<file path="src/rtl/alu_cell.sv">
module alu_cell (
  input  logic m,
  input  logic inv_a,
  input  logic gate_b,
  input  logic ci,
  input  logic ai,
  input  logic bi,
  output logic fi,
  output logic co
);
  logic a_t, b_t;

  always_comb begin
    a_t = ai ^ inv_a;
    b_t = gate_b & bi;
    fi  = a_t ^ b_t ^ (m & ci);
    co  = m & ((a_t & b_t) | (ci & (a_t | b_t)));
  end
endmodule

</file>
<file path="src/rtl/alu_chain.sv">
module alu_chain #(
  parameter int W = 8
) (
  input  logic         m,
  input  logic [1:0]   sel,
  input  logic         cin,
  input  logic [W-1:0] a,
  input  logic [W-1:0] b,
  output logic [W-1:0] f,
  output logic         cout
);
  logic [W:0] c;

  assign c[0] = cin;

  for (genvar i = 0; i < W; i++) begin : g_cell
    alu_cell u_cell (
      .m     (m),
      .inv_a (sel[0]),
      .gate_b(sel[1]),
      .ci    (c[i]),
      .ai    (a[i]),
      .bi    (b[i]),
      .fi    (f[i]),
      .co    (c[i+1])
    );
  end

  assign cout = c[W];
endmodule

</file>
<file path="src/rtl/bitslice_alu.sv">
module bitslice_alu #(
  parameter int W = 8
) (
  input  logic         clk,
  input  logic         rst,
  input  logic         mode,
  input  logic [1:0]   sel,
  input  logic         cin,
  input  logic [W-1:0] a,
  input  logic [W-1:0] b,
  output logic [W-1:0] f,
  output logic         cout
);
  logic [W-1:0] f_nxt;
  logic         c_nxt;

  alu_chain #(.W(W)) u_chain (
    .m   (mode),
    .sel (sel),
    .cin (cin),
    .a   (a),
    .b   (b),
    .f   (f_nxt),
    .cout(c_nxt)
  );

  always_ff @(posedge clk) begin
    if (rst) begin
      f    <= '0;
      cout <= 1'b0;
    end else begin
      f    <= f_nxt;
      cout <= c_nxt;
    end
  end
endmodule

</file>
<file path="config.mk">
export PLATFORM = sky130hd
export DESIGN_NAME = bitslice_alu
export DESIGN_NICKNAME = d
export VERILOG_FILES = /design/src/rtl/alu_cell.sv /design/src/rtl/alu_chain.sv /design/src/rtl/bitslice_alu.sv
export SDC_FILE = /design/constraint.sdc
export NUM_CORES = 1
export LEC_CHECK = 0
export ABC_AREA = 1
export CORE_UTILIZATION = 37
export CTS_BUF_LIST = sky130_fd_sc_hd__clkbuf_2 sky130_fd_sc_hd__clkbuf_4 sky130_fd_sc_hd__clkbuf_8
export DETAILED_ROUTE_END_ITERATION = 6
export HOLD_SLACK_MARGIN = 0.1
export PLACE_DENSITY_LB_ADDON = 0.05
export SKIP_CTS_REPAIR_TIMING = 1
export SYNTH_ARGS = -nofsm -noshare
export SYNTH_HDL_FRONTEND = slang
export SYNTH_SLANG_ARGS = --single-unit
</file>
<file path="constraint.sdc">
create_clock -name clk -period 5.05 [get_ports clk]
set_input_delay 1.01 -clock clk [delete_from_list [all_inputs] [get_ports clk]]
set_output_delay 1.01 -clock clk [all_outputs]
set_load 0.02 [all_outputs]
</file>
# After elaboration in Yosys (flattened, before gate mapping)
# Index checks and enable logic that the tools add are counted.
[totals]
regBits = 9
in_bits = 22
out_inout_bits = 9
word_cells = 82
[op_classes]
bitwise = 80
[ops]
columns = ["operator", "n"]
rows = [
  ["1-bit bitwise AND", 40],
  ["1-bit bitwise XOR", 24],
  ["1-bit OR", 16],
]

# Longest topological paths before layout
# Gate-level depths: netlist of the first run.
[logic_depth]
ltp_word = 26
depth_mapped = 26
mapped_depth_nobuf = 25

# By module
# From an unflattened synthesis of the first run, not the netlist that was laid out.
[unflattened]
cells_unflattened = 196
area_unflattened_um2 = 1049.8
[modules_own_cells]
columns = ["mod", "instances", "cells_per_inst", "area_each_um2", "seq_area_each_um2"]
rows = [
  ["alu_cell", 8, 21, 98.8, 0.0],
  ["bitslice_alu", 1, 28, 259.0, 180.2],
]

# Worst setup path after synthesis of the first run
# Ideal clock, no wire load.
[synth_path]
kind = "input to register"
start = "input sel[0]"
end = "register f[7]"
setup_ps = 64
t_arrival_ps = 4729
required_ps = 4986
setup_slack_ps = 257
path_stages = 26
path_buffers = 1
cell_sequence = "buf_6 > xnor2_2 > inv_2 > ha_1 > o21bai_1 > nand2_1 > fa_1 > nor2_1 > fa_1 > nand2_1 > inv_1 > fa_1 > nand2_1 > inv_1 > fa_1 > nand2_1 > inv_1 > fa_1 > nand2_1 > inv_1 > fa_1 > nand2_1 > inv_1 > fa_1 > inv_1 > nor2_1"
[synth_via]
elab_chain_cells = 25
[synth_lines]
columns = ["item", "line", "source"]
rows = [
  ["from (decl)", "bitslice_alu.sv:7", "input logic [1:0] sel,"],
  ["1-bit bitwise XOR", "alu_cell.sv:14", "a_t = ai ^ inv_a;"],
  ["1-bit OR", "alu_cell.sv:17", "co = m & ((a_t & b_t) | (ci & (a_t | b_t)));"],
  ["1-bit bitwise AND", "alu_cell.sv:17", ""],
  ["1-bit OR", "alu_cell.sv:17", ""],
  ["1-bit bitwise AND (2 in series)", "alu_cell.sv:17", ""],
  ["1-bit OR", "alu_cell.sv:17", ""],
  ["1-bit bitwise AND (2 in series)", "alu_cell.sv:17", ""],
  ["1-bit OR", "alu_cell.sv:17", ""],
  ["[... 6 more ...]", "--", ""],
  ["1-bit bitwise AND (2 in series)", "alu_cell.sv:17", ""],
  ["1-bit OR", "alu_cell.sv:17", ""],
  ["1-bit bitwise AND (2 in series)", "alu_cell.sv:17", ""],
  ["1-bit OR", "alu_cell.sv:17", ""],
  ["1-bit bitwise AND", "alu_cell.sv:17", ""],
  ["1-bit bitwise AND", "alu_cell.sv:16", "fi = a_t ^ b_t ^ (m & ci);"],
  ["1-bit bitwise XOR *", "alu_cell.sv:16", ""],
  ["net u_chain.g_cell[7].u_cell.fi", "alu_cell.sv:8", "output logic fi,"],
  ["to (signal assigned)", "bitslice_alu.sv:32", "f <= f_nxt;"],
  ["to (decl)", "bitslice_alu.sv:11", "output logic [W-1:0] f,"],
]
# The timed path passes the listed nets; every way through them passes the cells marked *.
# A chain may end at the register's enable or synchronous reset.

# Final worst setup path of the first run
[layout_path]
start = "input b[0]"
end = "register f[7]"
[layout_via]
elab_chain_cells = 25
[layout_lines]
columns = ["item", "line", "source"]
rows = [
  ["from (decl)", "bitslice_alu.sv:10", "input logic [W-1:0] b,"],
  ["1-bit bitwise AND *", "alu_cell.sv:15", "b_t = gate_b & bi;"],
  ["1-bit OR", "alu_cell.sv:17", ""],
  ["1-bit bitwise AND", "alu_cell.sv:17", ""],
  ["1-bit OR *", "alu_cell.sv:17", ""],
  ["1-bit bitwise AND * (2 in series)", "alu_cell.sv:17", ""],
  ["1-bit OR *", "alu_cell.sv:17", ""],
  ["1-bit bitwise AND * (2 in series)", "alu_cell.sv:17", ""],
  ["1-bit OR *", "alu_cell.sv:17", ""],
  ["[... 6 more ...]", "--", ""],
  ["1-bit bitwise AND * (2 in series)", "alu_cell.sv:17", ""],
  ["1-bit OR *", "alu_cell.sv:17", ""],
  ["1-bit bitwise AND * (2 in series)", "alu_cell.sv:17", ""],
  ["1-bit OR *", "alu_cell.sv:17", ""],
  ["1-bit bitwise AND *", "alu_cell.sv:17", ""],
  ["1-bit bitwise AND *", "alu_cell.sv:16", ""],
  ["1-bit bitwise XOR *", "alu_cell.sv:16", ""],
  ["net u_chain.g_cell[7].u_cell.fi", "alu_cell.sv:8", ""],
]
# Marks and branches as above.

==> results of run 1 <==
layout make-up:
class | instances | area share [%]
Sequential cell | 9 | 17.4
Clock buffer | 4 | 2.91
Timing Repair Buffer | 35 | 33.4
Inverter | 22 | 7.99
Tap cell | 16 | 1.94
Multi-Input combinational cell | 46 | 36.3
through the flow:
| step | setup TNS, ps | utilization, % |
|---|---|---|
| after global routing | 0 | 65.6 |
| after CTS | -90.6 | 63.5 |
| after global placement | -517 | 61.6 |
| final | 0 | 65.6 |
| after detailed placement | -644 | 61.6 |
| after floorplan | 0 | - |
kinds of logic (layout without fill, tap and decap cells):
logic type	Yosys count	count (layout)	share of synthesized area [%]
buf+inv	26	61	16.8
simple gates	27	27	15.9
compound gates	2	2	1.93
xor+xnor	8	8	12.0
flops	9	9	27.9
fa+ha+maj	9	9	25.5
worst max-delay path, cell delays in order:
cell and delay [ps]:
clkdlybuf4s50_1 410, nand2_2 70, inv_2 30, ha_1 150, o21bai_1 150, nand2_1 100
fa_2 190, nor2_1 50, fa_2 310, nand2_1 70, inv_1 50, fa_2 350
nand2_2 60, inv_1 40, fa_2 310, nand2_1 70, inv_1 50, fa_2 320
nand2_1 70, inv_1 50, fa_1 350, nand2_1 70, inv_1 50, fa_1 480
inv_1 40, nor2_1 70
state kept, by name (all words and copies together), names as in the netlist:
signal,flops
f,8
cout,1
power groups by stage:
stage	registers (mW)	logic [mW]	clock network [mW]
2_1_floorplan	0.0947	0.0349	0
3_3_place_gp	0.0834	0.0852	0
3_5_place_dp	0.0833	0.0874	0
4_1_cts	0.0818	0.0876	0.0620
5_1_grt	0.0823	0.101	0.0652
6_report	0.0817	0.0886	0.0591
cell usage after synthesis:
master / instances
inv_2: 2
xnor2_1: 1
fa_1: 7
a21oi_1: 1
o21bai_1: 1
buf_6: 1
inv_1: 20
buf_2: 3
dfxtp_1: 9
nand2_1: 16
xor2_1: 6
nor2_1: 10
nand3_1: 1
xnor2_2: 1
ha_1: 2
worst max path at each step:
stage / from / endpoint / slack [ps]
2_1_floorplan: sel[0] / f[7] / 260
3_3_place_gp: sel[0] / f[7] / -280
3_5_place_dp: sel[0] / f[7] / -340
4_1_cts: sel[0] / f[7] / -70
5_1_grt: b[0] / f[7] / 10
6_report: b[0] / f[7] / 290
metal layers:
metal,up-vias,GRT usage (%),wire (um)
met5,-,0,0
met4,0,5.63,0
met3,0,7.92,80
met2,20,24.5,623
met1,251,19.1,512
li1,293,-,-
==> results.ini, run 1 <==
[timing]
rsz0062_at_grt=false
maxSlewHeadroom_pct=78.2
final_max_slew_viol_count=0
fin_crit_sh_pct=94.4
setup_violations=0
whs_ps=1320
max_freq_mhz=210
tightest_slew_ps=326
period_minus_slack_ps=4760
hold_viol=0
layout_setup_ws_ps=285

[setup_path]
crit_path_end_kind=register
path_max_fanout=2
setup.worst_path.class=in2reg
cp.required_ps=5240
cp.arrival_ps=4960
crit_path_start_kind=input port

[yosys]
mappedNetlistNets=112
yosys.area.top_type=dfxtp_1
synth_cell_types=15
yosysTopAreaCellShare_pct=27.9
syn_area_um2=647
synth-seq-cells=9
syn_avg_cell_area_um2=7.99
yosys_warnings=0
syn_inst=81
synth_area_leaders=dfxtp_1, fa_1, inv_1, nand2_1, xor2_1
synth_seq_area_share_pct=27.9

[power]
pwr-share-comb_pct=38.6
pwr-share-clk_pct=25.7
p_total_mw=0.229
switchingPower_mw=0.0669
ir_drop_uv=149
p_per_area_mw_per_mm2=222
internal_power_mw=0.162
p_sw_share_pct=29.2
pwr-share-seq_pct=35.6
leakage_nw=0.571

[floorplan]
die_area_mm2=0.00192
pin_count=31
core-area_mm2=0.00158
start_util_pct=41.0
rows=14
die_x_um=43.8
chipHeight_um=43.8

[drt]
vias_per_cell=4.27
drtAntennaViolNets=0
num_vias=564
firstDrtPassIters=6
drt-total-wl_um=1220
drc_errors=2
drt-wirelength-per-cell_um=9.21
drtIter0Drc=6

[finish]
num_antenna_cells=0
synthToLayoutAreaGrowth_pct=59.8
final_cell_mix=clkdlybuf4s50_1, inv_1, nand2_1
nNetsFinal=148
final_common_cell=clkdlybuf4s50_1
regArea_um2=180
fin_area_mm2=0.00103
instances_no_fill=132
drive_above_1_share_pct=16.4
final.fill_count=138
multi_input_area_um2=375

[global_route]
grtUsageTotal_pct=15.9
grt_max_degree=10
grt_remaining_overflow=0
grt_pass1_wl_um=2110
grt_antenna_before_repair=0
grt_pass1_vias=511

[clock_network]
numCtsBuffers=3
cts_max_level=1
cts.sinks=9
clockRootBuffer=clkbuf_4
cts_max_path_buffers=2
cts_tree=yes
path_clk_slew_ps=60

[place]
dpl.cell_count=127
dpl_cell_area_um2=971
numPortBuffers=30
place_congestion=0.751
hpwl_um=953
pre_cts_ws_ps=-344

[worst_hold_path]
hp-start=sel[1]
hold_path_end=f[0]
hold_depth=6
hold_path_class=in2reg

[job]
cap_violations=0

[status]
violations=DRC
status=finished with violations

Note: power is estimated with default switching activity, not from simulation.
==> run 2: changes to the inputs <==
Settings changed: CORE_UTILIZATION 37 to 35, CTS_BUF_LIST sky130_fd_sc_hd__clkbuf_2 sky130_fd_sc_hd__clkbuf_4 sky130_fd_sc_hd__clkbuf_8 to unset, SETUP_SLACK_MARGIN set to 0.02.
==> results.ini, run 2 (synthesis gave the netlist of run 1 again) <==
[finish]
final_common_cell=clkdlybuf4s50_1
multi_input_area_um2=363  ; -3.3%
nNetsFinal=147  ; -0.68%
final_cell_mix=clkdlybuf4s50_1, inv_1, nand2_1
reg_top3=f: 8 flops, cout: 1 flops
final.fill_count=181  ; +31%
synthToLayoutAreaGrowth_pct=57.8
regMostFlops=f
largest_reg_flops=8  ; unchanged
regArea_um2=180  ; unchanged
num_antenna_cells=0  ; unchanged
drive_above_1_share_pct=10.4  ; -5.9 points

[setup_path]
critical_path.max_stage_delay_ps=470  ; about the same
cpLargestDelayFamily=adder cells
cp.arrival_ps=4970  ; about the same
crit_path_start_kind=input port
path_common_cell=nand2_1
crit_path_end_kind=register
crit_slowest_cell=fa_1
path_max_fanout=2  ; unchanged
path_buf_inv=8  ; unchanged
setup.worst_path.class=in2reg
cp.required_ps=5240  ; about the same

[floorplan]
chipHeight_um=45.0  ; +2.7%
core-area_mm2=0.00173  ; +9.5%
die_area_mm2=0.00202  ; +5.5%
die_x_um=45.0  ; +2.7%
start_util_pct=37.5  ; -3.6 points
rows=15  ; +1
pin_count=31  ; unchanged

[global_route]
grt_antenna_before_repair=0  ; unchanged
grt_remaining_overflow=0  ; unchanged
grt_pass1_vias=434  ; -15%
grt_max_degree=10  ; unchanged
grtUsageTotal_pct=12.9  ; -3.0 points
grt_pass1_wl_um=1730  ; -18%

[drt]
drt-total-wl_um=1060  ; -13%
firstDrtPassIters=1  ; -5
drtAntennaViolNets=0  ; unchanged
vias_per_cell=3.81  ; -11%
drtIter0Drc=0  ; -6
drt-wirelength-per-cell_um=7.54  ; -18%
drc_errors=0  ; -2
num_vias=534  ; -5.3%

[timing]
layout_setup_ws_ps=273  ; -12.0 ps
final_max_slew_viol_count=0  ; unchanged
fin_crit_sh_pct=94.6  ; +0.24 points
period_minus_slack_ps=4780  ; +12.0 ps
hold_viol=0  ; unchanged
whs_ps=1300  ; -17.7 ps
maxSlewHeadroom_pct=79.4  ; +1.3 points
max_freq_mhz=209  ; -0.25%
tightest_slew_ps=307  ; -18.9 ps
setup_violations=0  ; unchanged
rsz0062_at_grt=false

[status]
status=completed

[clock_network]
numCtsBuffers=3  ; unchanged
cts.sinks=9  ; unchanged
cts_max_path_buffers=2  ; unchanged
cts_tree=yes
cts_max_level=1  ; unchanged
path_clk_slew_ps=50  ; about the same
clockRootBuffer=clkbuf_4

[place]
numPortBuffers=30  ; unchanged
place_congestion=0.715  ; -4.9%
hpwl_um=883  ; -7.4%
pre_cts_ws_ps=-232  ; +113 ps

[power]
p_per_area_mw_per_mm2=215  ; -3.1%
ir_drop_uv=112  ; -25%
p_total_mw=0.220  ; -4.2%
leakage_nw=0.566  ; -0.80%

[worst_hold_path]
hold_path_class=in2reg

[job]
cap_violations=0  ; unchanged

[run 2: where the power goes]
part / total [mW] / internal [mW] / switching [mW]
Clock: 0.0526 / 0.0303 / 0.0224
Sequential: 0.0815 / 0.0797 / 0.00180
Combinational: 0.0855 / 0.0456 / 0.0399
Total: 0.220 / 0.156 / 0.0641
[run 2: final cells by class]
| cell class | count | share of cell area [%] |
|---|---|---|
| multi-input cells | 46 | 35.5 |
| repair buffers | 34 | 33.1 |
| flip-flops and latches | 9 | 17.6 |
| inverters | 22 | 8.09 |
| well taps | 25 | 3.06 |
| clock buffers | 4 | 2.57 |
[run 2: layer usage]
metal | vias up | wire (um) | GRT usage, %
met5 | - | 0 | 0
li1 | 291 | - | -
met1 | 218 | 502 | 16.3
met3 | 4 | 61 | 1.20
met4 | 0 | 51 | 14.5
met2 | 21 | 440 | 18.0
[run 2: per-stage QoR]
stage | TNS [ps] | area (um2) | util [%] | instances
final | 0 | 1020 | 59.1 | 140
after global routing | 0 | 1020 | 59.1 | 140
after CTS | 0 | 1010 | 58.4 | 140
after detailed placement | -409 | 982 | 56.9 | 136
after global placement | -394 | 982 | 56.9 | 136
after floorplan | 0 | 647 | - | 81
[run 2: final timing paths]
check,slack (ps),endpoint,startpoint,cells past startpoint
max,270,f[7],b[0],26
min,1300,f[0],sel[1],6
==> run 3: changes to the inputs <==
==> constraint.sdc (replaced) <==
create_clock -name clk -period 5.05 [get_ports clk]
set_input_delay 0.7575 -clock clk [delete_from_list [all_inputs] [get_ports clk]]
set_output_delay 0.7575 -clock clk [all_outputs]
set_load 0.02 [all_outputs]
==> results.ini, run 3 (synthesis gave the netlist of run 1 again) <==
[timing]
tightest_slew_ps=289  ; -18.8 ps
period_minus_slack_ps=4640  ; -141 ps
rsz0062_at_grt=false
whs_ps=1080  ; -222 ps
final_max_slew_viol_count=0  ; unchanged
layout_setup_ws_ps=414  ; +141 ps
hold_viol=0  ; unchanged
maxSlewHeadroom_pct=80.7  ; +1.3 points
max_freq_mhz=216  ; +3.0%
setup_violations=0  ; unchanged
fin_crit_sh_pct=91.8  ; -2.8 points

[place]
place_congestion=0.700  ; -2.1%
numPortBuffers=30  ; unchanged
pre_cts_ws_ps=-14.6  ; +217 ps
hpwl_um=905  ; +2.5%

[drt]
drtIter0Drc=4  ; +4
num_vias=534  ; unchanged
drt-total-wl_um=1050  ; -0.38%
drc_errors=0  ; unchanged
firstDrtPassIters=2  ; +1
drt-wirelength-per-cell_um=7.57  ; +0.34%
vias_per_cell=3.84  ; +0.72%
drtAntennaViolNets=0  ; unchanged

[power]
pwr-share-clk_pct=24.1  ; about the same
p_per_area_mw_per_mm2=217  ; +1.1%
internal_power_mw=0.155  ; -0.40%
pwr-share-seq_pct=37.2  ; about the same
ir_drop_uv=87.8  ; -21%
p_sw_share_pct=29.1  ; about the same
pwr-share-comb_pct=38.7  ; -0.2 points
leakage_nw=0.554  ; -2.2%
switchingPower_mw=0.0638  ; -0.47%

[setup_path]
setup.worst_path.class=in2reg
cp.required_ps=5240  ; about the same
cp.arrival_ps=4830  ; -140 ps
crit_path_end_kind=register
crit_path_start_kind=input port
path_max_fanout=2  ; unchanged

[floorplan]
core-area_mm2=0.00173  ; unchanged
chipHeight_um=45.0  ; unchanged
die_area_mm2=0.00202  ; unchanged
die_x_um=45.0  ; unchanged
pin_count=31  ; unchanged
rows=15  ; unchanged
start_util_pct=37.5  ; unchanged

[global_route]
grt_antenna_before_repair=0  ; unchanged
grt_pass1_wl_um=1830  ; +5.6%
grt_remaining_overflow=0  ; unchanged
grt_pass1_vias=490  ; +13%
grt_max_degree=10  ; unchanged
grtUsageTotal_pct=12.9  ; -0.022 points

[clock_network]
cts_tree=yes
cts_max_level=1  ; unchanged
cts.sinks=9  ; unchanged
clockRootBuffer=clkbuf_4
path_clk_slew_ps=50  ; about the same
numCtsBuffers=3  ; unchanged
cts_max_path_buffers=2  ; unchanged

[finish]
final_cell_mix=clkdlybuf4s50_1, inv_1, nand2_1
num_antenna_cells=0  ; unchanged
nNetsFinal=146  ; -0.68%
regMostFlops=f
drive_above_1_share_pct=7.89  ; -2.5 points
final_common_cell=clkdlybuf4s50_1
reg_top3=f: 8 flops, cout: 1 flops
synthToLayoutAreaGrowth_pct=55.5
largest_reg_flops=8  ; unchanged
final.fill_count=176  ; -2.8%

[worst_hold_path]
hold_path_class=in2reg

[job]
cap_violations=0  ; unchanged

[status]
status=completed

[run 3: stage by stage]
step | cells | setup TNS, ps | area (um2) | power (mW) | util, %
6_report | 139 | 0 | 1010 | 0.219 | 58.3
3_5_place_dp | 135 | -14.6 | 975 | 0.169 | 56.4
4_1_cts | 139 | 0 | 1000 | 0.223 | 58.0
2_1_floorplan | 81 | 0 | 647 | 0.130 | -
3_3_place_gp | 135 | 0 | 975 | 0.168 | 56.4
5_1_grt | 139 | 0 | 1010 | 0.234 | 58.3
[run 3: power by group through the flow]
stage,sequential (mW),clock (mW),combinational [mW]
finish,0.0814,0.0526,0.0847
global route,0.0820,0.0563,0.0953
CTS,0.0816,0.0548,0.0862
detailed placement,0.0831,0,0.0859
global placement,0.0829,0,0.0850
floorplan,0.0947,0,0.0349
[run 3: worst max-delay path: stages]
cell             delay [ps]
clkdlybuf4s50_1         440
nand2_1                 120
inv_2                    40
ha_1                    160
o21bai_1                150
nand2_1                  80
fa_1                    160
nor2_1                   50
fa_1                    350
nand2_1                  70
inv_1                    40
fa_1                    350
nand2_1                  70
inv_1                    40
fa_1                    350
nand2_1                  70
inv_1                    40
fa_1                    360
nand2_1                  70
inv_1                    50
fa_1                    350
nand2_1                  70
inv_1                    40
fa_1                    470
inv_1                    30
nor2_1                   70
[run 3: final timing paths]
kind | from | endpoint | slack [ps] | depth (start not counted)
hold / removal | a[0] | f[0] | 1080 | 6
setup / recovery | sel[1] | f[7] | 410 | 26
[run 3: layout make-up]
cell class / count / area (um2) / area share [%]
sequential: 9 / 180 / 17.9
inverter: 22 / 82.6 / 8.21
clock buffer: 4 / 26.3 / 2.61
tap: 25 / 31.3 / 3.11
multi-input combinational: 46 / 358 / 35.6
timing repair buffer: 33 / 328 / 32.6
[run 3: layer usage]
| metal | vias to the layer above | track usage (%) | wire length [um] |
|---|---|---|---|
| met3 | 4 | 1.20 | 68 |
| met5 | - | 0 | 0 |
| met2 | 21 | 22.0 | 496 |
| li1 | 286 | - | - |
| met4 | 0 | 10.9 | 30 |
| met1 | 223 | 14.2 | 457 |
